## src/rtl/swbus_pkg.sv

```systemverilog
// Package: shared codes for the single-wire bus sleep/wake controller.
// Assumes the select code is presented as a two-bit value.
package swbus_pkg;

    typedef enum logic [1:0] {
        MODE_SLEEP  = 2'b00,
        MODE_WAKETX = 2'b01,
        MODE_FAST   = 2'b10,
        MODE_NORMAL = 2'b11
    } swb_mode_e;

    typedef enum logic [1:0] {
        PW_OFF  = 2'b00,
        PW_HOLD = 2'b01,
        PW_ON   = 2'b10
    } swb_pwr_e;

endpackage

```

## src/rtl/swb_sync.sv

```systemverilog
// Module: two-flop synchronizer for a bundle of independent async levels.
// Assumes each bit is a slow level, so bits need no mutual coherence.
// There is no reset: the chain fills within two clocks of any input.
module swb_sync #(
    parameter int W = 1
) (
    input  logic         clk,
    input  logic [W-1:0] async_i,
    output logic [W-1:0] sync_o
);
    logic [W-1:0] meta_q;
    logic [W-1:0] stab_q;

    // Two-stage capture into the clk domain.
    always_ff @(posedge clk) begin
        meta_q <= async_i;
        stab_q <= meta_q;
    end

    assign sync_o = stab_q;
endmodule

```

## src/rtl/swb_tick_timer.sv

```systemverilog
// Module: down-counter measured in timebase ticks.
// A load sets the count to N. Each tick lowers it until it reaches zero.
// busy_o is high while the count is nonzero. A load takes priority over a tick.
module swb_tick_timer #(
    parameter int N = 8
) (
    input  logic clk,
    input  logic rst_n,
    input  logic tick_i,
    input  logic load_i,
    output logic busy_o
);
    localparam int W = $clog2(N + 1);

    logic [W-1:0] cnt_q;

    // Count down one per tick after a load.
    always_ff @(posedge clk) begin
        if (!rst_n)
            cnt_q <= '0;
        else if (load_i)
            cnt_q <= W'(N);
        else if (tick_i && cnt_q != '0)
            cnt_q <= cnt_q - W'(1);
    end

    assign busy_o = (cnt_q != '0);
endmodule

```

## src/rtl/swb_pwr_fsm.sv

```systemverilog
// Module: regulator-enable state machine.
// A wake edge in the sleep code opens a hold window. The window restarts when
// the wake level ends. When it expires in the sleep code, the block returns to
// off, even with the wake level still present. Any non-sleep code keeps power on.
// Assumes synchronized inputs.
module swb_pwr_fsm
    import swbus_pkg::*;
#(
    parameter int HOLD_TICKS = 200000
) (
    input  logic clk,
    input  logic rst_n,
    input  logic tick_i,
    input  logic sleep_code_i,
    input  logic wake_i,
    output logic reg_en_o
);
    swb_pwr_e state_q, state_d;
    logic     wake_q;
    logic     wake_rise, wake_fall;
    logic     hold_load, hold_busy;

    assign wake_rise = wake_i & ~wake_q;
    assign wake_fall = ~wake_i & wake_q;

    // Remember the previous wake level for edge detection.
    always_ff @(posedge clk) begin
        if (!rst_n) wake_q <= 1'b0;
        else        wake_q <= wake_i;
    end

    // Next-state selection; a non-sleep code always wins.
    always_comb begin
        state_d = state_q;
        case (state_q)
            PW_OFF:  if (!sleep_code_i)   state_d = PW_ON;
                     else if (wake_rise)  state_d = PW_HOLD;
            PW_ON:   if (sleep_code_i)    state_d = PW_HOLD;
            PW_HOLD: if (!sleep_code_i)   state_d = PW_ON;
                     else if (!hold_busy) state_d = PW_OFF;
            default:                      state_d = PW_OFF;
        endcase
    end

    // Restart the window on entry to hold and on the end of the wake level.
    assign hold_load = (state_d == PW_HOLD) &&
                       ((state_q != PW_HOLD) || wake_fall);

    swb_tick_timer #(.N(HOLD_TICKS)) u_hold (
        .clk    (clk),
        .rst_n  (rst_n),
        .tick_i (tick_i),
        .load_i (hold_load),
        .busy_o (hold_busy)
    );

    // State and output registers.
    always_ff @(posedge clk) begin
        if (!rst_n) begin
            state_q  <= PW_OFF;
            reg_en_o <= 1'b0;
        end else begin
            state_q  <= state_d;
            reg_en_o <= (state_d != PW_OFF);
        end
    end
endmodule

```

## src/rtl/swb_rx_gate.sv

```systemverilog
// Module: receive-data gate.
// The path is open in any non-sleep code, while the wake level is present, and
// for a return window after the wake level ends in the sleep code.
// Under-voltage closes it. A closed path gives 1.
module swb_rx_gate #(
    parameter int RET_TICKS = 32
) (
    input  logic clk,
    input  logic rst_n,
    input  logic tick_i,
    input  logic sleep_code_i,
    input  logic wake_i,
    input  logic bus_dom_i,
    input  logic uv_i,
    output logic rxd_o
);
    logic wake_q;
    logic ret_load, ret_busy, path_open;

    // Previous wake level for the fall detect.
    always_ff @(posedge clk) begin
        if (!rst_n) wake_q <= 1'b0;
        else        wake_q <= wake_i;
    end

    assign ret_load = wake_q & ~wake_i & sleep_code_i;

    swb_tick_timer #(.N(RET_TICKS)) u_ret (
        .clk    (clk),
        .rst_n  (rst_n),
        .tick_i (tick_i),
        .load_i (ret_load),
        .busy_o (ret_busy)
    );

    assign path_open = !uv_i && (!sleep_code_i || wake_i || ret_busy || ret_load);

    // Registered receive output, recessive when closed.
    always_ff @(posedge clk) begin
        if (!rst_n) rxd_o <= 1'b1;
        else        rxd_o <= path_open ? ~bus_dom_i : 1'b1;
    end
endmodule

```

## src/rtl/swb_tx_gate.sv

```systemverilog
// Module: transmit driver gate.
// A low transmit input asks for dominant. The driver stays enabled for a hold
// window after each return to recessive. The sleep code, under-voltage and
// over-temperature each turn the driver off.
module swb_tx_gate #(
    parameter int DRV_TICKS = 8
) (
    input  logic clk,
    input  logic rst_n,
    input  logic tick_i,
    input  logic sleep_code_i,
    input  logic txd_i,
    input  logic uv_i,
    input  logic ot_i,
    output logic drv_en_o,
    output logic drv_dom_o
);
    logic txd_q;
    logic tx_dom, rel_load, rel_busy, allow, en_d;

    assign tx_dom = ~txd_i;

    // Previous transmit level for the release detect.
    always_ff @(posedge clk) begin
        if (!rst_n) txd_q <= 1'b1;
        else        txd_q <= txd_i;
    end

    assign rel_load = txd_i & ~txd_q;

    swb_tick_timer #(.N(DRV_TICKS)) u_rel (
        .clk    (clk),
        .rst_n  (rst_n),
        .tick_i (tick_i),
        .load_i (rel_load),
        .busy_o (rel_busy)
    );

    assign allow = !sleep_code_i && !uv_i && !ot_i;
    assign en_d  = allow && (tx_dom || rel_busy || rel_load);

    // Registered driver controls.
    always_ff @(posedge clk) begin
        if (!rst_n) begin
            drv_en_o  <= 1'b0;
            drv_dom_o <= 1'b0;
        end else begin
            drv_en_o  <= en_d;
            drv_dom_o <= en_d && tx_dom;
        end
    end
endmodule

```

## src/rtl/swbus_pwr_ctrl.sv

```systemverilog
// Module: top of the single-wire bus sleep/wake controller.
// Synchronizes the asynchronous inputs and decodes the select code. Feeds the
// power state machine, the receive gate and the transmit gate. Assumes tick_i
// is a one-cycle strobe in the clk domain.
module swbus_pwr_ctrl
    import swbus_pkg::*;
#(
    parameter int HOLD_TICKS   = 200000,
    parameter int RX_RET_TICKS = 32,
    parameter int DRV_TICKS    = 8
) (
    input  logic       clk,
    input  logic       rst_n,
    input  logic       tick_i,
    input  logic [1:0] mode_sel_i,
    input  logic       wake_det_i,
    input  logic       bus_dom_i,
    input  logic       txd_i,
    input  logic       uv_flag_i,
    input  logic       ot_flag_i,
    output logic       reg_en_o,
    output logic       rxd_o,
    output logic       drv_en_o,
    output logic       drv_dom_o,
    output logic [1:0] mode_o
);
    localparam int NSYNC = 7;

    logic [NSYNC-1:0] raw_in, syn;
    swb_mode_e        mode_s;
    logic             wake_s, bus_s, txd_s, uv_s, ot_s, sleep_code;

    assign raw_in = {mode_sel_i, wake_det_i, bus_dom_i, txd_i, uv_flag_i, ot_flag_i};

    swb_sync #(.W(NSYNC)) u_sync (
        .clk     (clk),
        .async_i (raw_in),
        .sync_o  (syn)
    );

    assign mode_s     = swb_mode_e'(syn[6:5]);
    assign wake_s     = syn[4];
    assign bus_s      = syn[3];
    assign txd_s      = syn[2];
    assign uv_s       = syn[1];
    assign ot_s       = syn[0];
    assign sleep_code = (mode_s == MODE_SLEEP);

    swb_pwr_fsm #(.HOLD_TICKS(HOLD_TICKS)) u_pwr (
        .clk          (clk),
        .rst_n        (rst_n),
        .tick_i       (tick_i),
        .sleep_code_i (sleep_code),
        .wake_i       (wake_s),
        .reg_en_o     (reg_en_o)
    );

    swb_rx_gate #(.RET_TICKS(RX_RET_TICKS)) u_rx (
        .clk          (clk),
        .rst_n        (rst_n),
        .tick_i       (tick_i),
        .sleep_code_i (sleep_code),
        .wake_i       (wake_s),
        .bus_dom_i    (bus_s),
        .uv_i         (uv_s),
        .rxd_o        (rxd_o)
    );

    swb_tx_gate #(.DRV_TICKS(DRV_TICKS)) u_tx (
        .clk          (clk),
        .rst_n        (rst_n),
        .tick_i       (tick_i),
        .sleep_code_i (sleep_code),
        .txd_i        (txd_s),
        .uv_i         (uv_s),
        .ot_i         (ot_s),
        .drv_en_o     (drv_en_o),
        .drv_dom_o    (drv_dom_o)
    );

    // Registered view of the decoded code for the analog side.
    always_ff @(posedge clk) begin
        if (!rst_n) mode_o <= MODE_SLEEP;
        else        mode_o <= mode_s;
    end
endmodule

```

## config.mk

```make
export PLATFORM = sky130hd
export DESIGN_NAME = swbus_pwr_ctrl
export DESIGN_NICKNAME = d
export VERILOG_FILES = /design/src/rtl/swbus_pkg.sv /design/src/rtl/swb_sync.sv /design/src/rtl/swb_tick_timer.sv /design/src/rtl/swb_pwr_fsm.sv /design/src/rtl/swb_rx_gate.sv /design/src/rtl/swb_tx_gate.sv /design/src/rtl/swbus_pwr_ctrl.sv
export SDC_FILE = /design/constraint.sdc
export NUM_CORES = 1
export LEC_CHECK = 0
export ABC_CLOCK_PERIOD_IN_PS = 2800
export BUFFER_PORTS_ARGS = -buffer_cell sky130_fd_sc_hd__buf_4
export CORE_ASPECT_RATIO = 1.4
export CORE_MARGIN = 2
export CORE_UTILIZATION = 55
export CTS_CLUSTER_DIAMETER = 50
export DETAILED_ROUTE_END_ITERATION = 16
export HOLD_SLACK_MARGIN = 0.1
export PLACE_DENSITY_LB_ADDON = 0.08
export SYNTH_ARGS = -nofsm -noshare
export SYNTH_HDL_FRONTEND = slang
export SYNTH_SLANG_ARGS = --single-unit
export TNS_END_PERCENT = 50
```

## constraint.sdc

```tcl
create_clock -name clk -period 2.8 [get_ports clk]
set_input_delay 0.56 -clock clk [delete_from_list [all_inputs] [get_ports clk]]
set_output_delay 0.56 -clock clk [all_outputs]
set_load 0.005 [all_outputs]
```

==> results.toml <==
[clock_network]
number_of_hold_buffers_added_after_cts = 0
ctsHtreeMaxLevel = 2
cts_max_path_buffers = 2
clk_latency_ns = 0.30
cts_root_buf = "sky130_fd_sc_hd__clkbuf_8"
worst_setup_hold_path_clk_slew_ns = 0.09
tritoncts.num_buffers = 5
cts_num_sinks = 52
cts_resized = 0
cts_setup_buffers = 0
cts_tree = "built"

[logic_synthesis]
synth_top_cells_by_count = "sky130_fd_sc_hd__dfxtp_1, sky130_fd_sc_hd__nor2_1, sky130_fd_sc_hd__xnor2_1"
synthMuxAreaShare_pct = 0
ys_warn_count = 0
synth_top_family_by_area = "simple AND/OR/NAND/NOR gates"
post-synth-top-count-cell = "sky130_fd_sc_hd__dfxtp_1"
synthesis.area_sq_um = 2020
post-synth-top-area-cell = "sky130_fd_sc_hd__dfxtp_1"
synthArstFlopShare_pct = 0
synth_nets = 226
synth_compound_gate_area_share_pct = 12.2
parity_gate_share_of_the_synthesized_area_counting_xor_and_xnor_cells_pct = 8.24
number_of_distinct_library_cells_after_synthesis = 37
synth_sequential_area_ratio_pct = 51.5
number_of_storage_elements_in_the_synthesis_netlist = 52
synth.top_cell.area_share_pct = 51.5
ys.flop_type = "sky130_fd_sc_hd__dfxtp_1"
post_synth_inst_count = 211
syn-mean-instance-area_sq_um = 9.58
yosys.area_share.adder_pct = 3.10
synth_area_leaders = "sky130_fd_sc_hd__dfxtp_1, sky130_fd_sc_hd__xnor2_1, sky130_fd_sc_hd__nor2_1"
synth-edff-count = 0
post_synth_and_or_nand_nor_area_fraction_pct = 22.5

[pwr]
power.share.sequential_pct = 38.4
vdd_drop_max_v = 0.000857
internal-power_mw = 1.75
power_density_nw_per_um2 = 1210
sw_frac_of_total_pct = 37.2
cellLeakagePower_nw = 0.901
power_frac_clock_pct = 18.9
share_comb_of_total_power_pct = 42.7
power.net_switching_mw = 1.03

[detailed_routing]
number_of_detailed_route_iterations_in_the_first_pass = 4
route.detailed.vias_per_inst = 5.66
final_antenna_net_count = 0
routed_length_per_placed_instance_um = 13.5
drc_errors_left = 0
drt-total-wl_um = 3690
vias_after_detailed_routing = 1552
detailedRoute.firstIterationViolations = 46

[critical_path]
crit_arrival_ns = 2.72
worst_ep_required_time_ns = 3.01
r2r.worst_path.cells = 7
worstPathMaxFanout = 12
regToRegEndpoint = "u_pwr.u_hold.cnt_q[1]"
critPathLaunchType = "flip-flop"
worst-r2r-setup-slack_ns = 0.29
endpoint_kind = "flip-flop"
critical_path.reg2reg.startpoint = "u_pwr.u_hold.cnt_q[0]"
crit_type = "reg2reg"

[final_layout]
layout-drive-gt1-share_pct = 14.2
fillerInstances = 299
multi_input_comb_area_sq_um = 931
register_area_sq_um = 1040
instances_no_fill = 274
area_delta_synth_final_pct = 14.2
final_stage_net_count = 246
stdcell_area_sq_um = 2310
insertedDiodeCount = 0

[floorplan]
fp.dieArea_sq_um = 4180
io_pins = 16
core.rowCount = 26
initial_core_util_pct = 56.5
die_boundary_width_um = 55.2
fp.dieH_um = 75.7
design.core.area_sq_um = 3580

[timing]
final_min_period_over_clock_period_pct = 89.6
post-route-min-period_ns = 2.51
finalHoldViolations = 0
tns_ns = 0
slew_at_the_pin_closest_to_its_max_slew_limit_ns = 0.499
grt_setup_unrepaired = "false"
hold_slack_ns = 0.334
finalMaxSlewViolations = 0
timing.clock.skew_ns = 0.0103
max-slew-margin-rel_pct = 66.7
final-setup-viol-count = 0
postLayoutSetupSlackWorst_ns = 0.291
maxClockFrequency_ghz = 0.399

[place]
placement.setup.worst_slack_ns = 0.303
place_inst = 266
gp_congestion = 0.865
placement.cell_area_sq_um = 2190
port-buffer-count = 15
place_hpwl_um = 2680

[global_route]
grt_use_met3_pct = 4.92
grt_start_max_net_pins = 17
grt_use_total_pct = 18.3
grt-ovfl-total = 0
global_route.peak_usage_layer = "met2"
gr-usage-met2_pct = 34.3
grt_pass1_wl_um = 6040
via_count_of_the_first_global_routing_pass = 1385
groute.layer.met1.usage_pct = 20.2
grt_antenna_before_repair = 0

[hold_path]
min_delay_path_depth = 0
hold_path.class = "reg2reg"
hold_end = "u_sync.sync_o[0]"
hold_wc_startpoint = "u_sync.meta_q[0]"

[outcome]
run_status = "finished, final reports clean"

[job]
max_cap_violations = 0
==> final cells by class <==
type                    count  area share, %
well taps                  42           2.28
multi-input cells         146           40.3
flip-flops and latches     52           45.1
inverters                   9           1.46
clock inverters             2           1.68
clock buffers               6           3.58
repair buffers             17           5.53
==> worst max path at each step <==
stage | start | to | slack [ns] | cells after the start
6_report | u_pwr.u_hold.cnt_q[0] | u_pwr.u_hold.cnt_q[1] | 0.29 | 7
5_1_grt | u_pwr.u_hold.cnt_q[0] | u_pwr.u_hold.cnt_q[1] | 0.1 | 7
4_1_cts | u_pwr.u_hold.cnt_q[0] | u_pwr.u_hold.cnt_q[1] | 0.29 | 7
3_5_place_dp | u_pwr.u_hold.cnt_q[0] | u_pwr.u_hold.cnt_q[1] | 0.30 | 7
3_3_place_gp | u_pwr.u_hold.cnt_q[0] | u_pwr.u_hold.cnt_q[1] | 0.42 | 7
2_1_floorplan | u_pwr.u_hold.cnt_q[0] | u_pwr.u_hold.cnt_q[10] | 0.68 | 7
==> power by group through the flow <==
stage / sequential, mW / clock, mW / combinational, mW
2_1_floorplan: 1.04 / 0 / 0.936
3_3_place_gp: 1.07 / 0 / 1.15
3_5_place_dp: 1.08 / 0 / 1.17
4_1_cts: 1.06 / 0.542 / 1.18
5_1_grt: 1.09 / 0.572 / 1.32
6_report: 1.07 / 0.525 / 1.19
==> routing by layer <==
layer | part of all wire, % | wire [um] | vias to the layer above
met2 | 52 | 1920 | 31
met4 | 1.5 | 54 | 0
met3 | 3.4 | 125 | 7
li1 | - | - | 775
met5 | 0 | 0 | -
met1 | 43 | 1590 | 739
==> placed cells by master (no fill, tap or decap), types with 6 or more instances in the layout <==
cell type / Yosys / routed
sky130_fd_sc_hd__a21oi_1: 9 / 9
sky130_fd_sc_hd__nor3_1: 7 / 7
sky130_fd_sc_hd__clkbuf_8: 0 / 6
sky130_fd_sc_hd__dfxtp_1: 52 / 52
sky130_fd_sc_hd__nand2_1: 14 / 14
sky130_fd_sc_hd__xnor2_1: 16 / 16
sky130_fd_sc_hd__nor2_1: 29 / 29
sky130_fd_sc_hd__nor4_1: 8 / 8
sky130_fd_sc_hd__buf_4: 0 / 17
sky130_fd_sc_hd__inv_1: 9 / 9
==> sequential cells by signal, indices dropped and copies added (netlist names), 2 cells and up <==
register            cells
mode_o                  2
u_pwr.state_q           2
u_pwr.u_hold.cnt_q     18
u_rx.u_ret.cnt_q        6
u_sync.meta_q           7
u_sync.sync_o           7
u_tx.u_rel.cnt_q        4
==> worst max-delay path, stage by stage (launching register included) <==
cell,delay [ns]
sky130_fd_sc_hd__dfxtp_1,0.34
sky130_fd_sc_hd__inv_1,0.08
sky130_fd_sc_hd__ha_1,0.21
sky130_fd_sc_hd__or3b_2,0.51
sky130_fd_sc_hd__nor4_1,0.31
sky130_fd_sc_hd__a211o_1,0.28
sky130_fd_sc_hd__nand3_1,0.40
sky130_fd_sc_hd__a211oi_1,0.29
==> kinds of logic (layout without fill, tap and decap cells) <==
logic type / after synthesis / count (layout)
DFF: 52 / 52
xor gates and xnor gates: 19 / 19
adders and majority gates: 5 / 5
AOI/OAI and AO/OA: 34 / 34
buffers and inverters: 13 / 34
and+or+nand+nor: 88 / 88
==> per-stage QoR <==
| step | total power [mW] | utilization, % |
|---|---|---|
| global placement | 2.22 | 61.1 |
| finish | 2.78 | 64.5 |
| floorplan | 1.98 | - |
| CTS | 2.78 | 64.5 |
| detailed placement | 2.25 | 61.1 |
| global route | 2.98 | 64.5 |
Power figures use the tool's default switching activity.
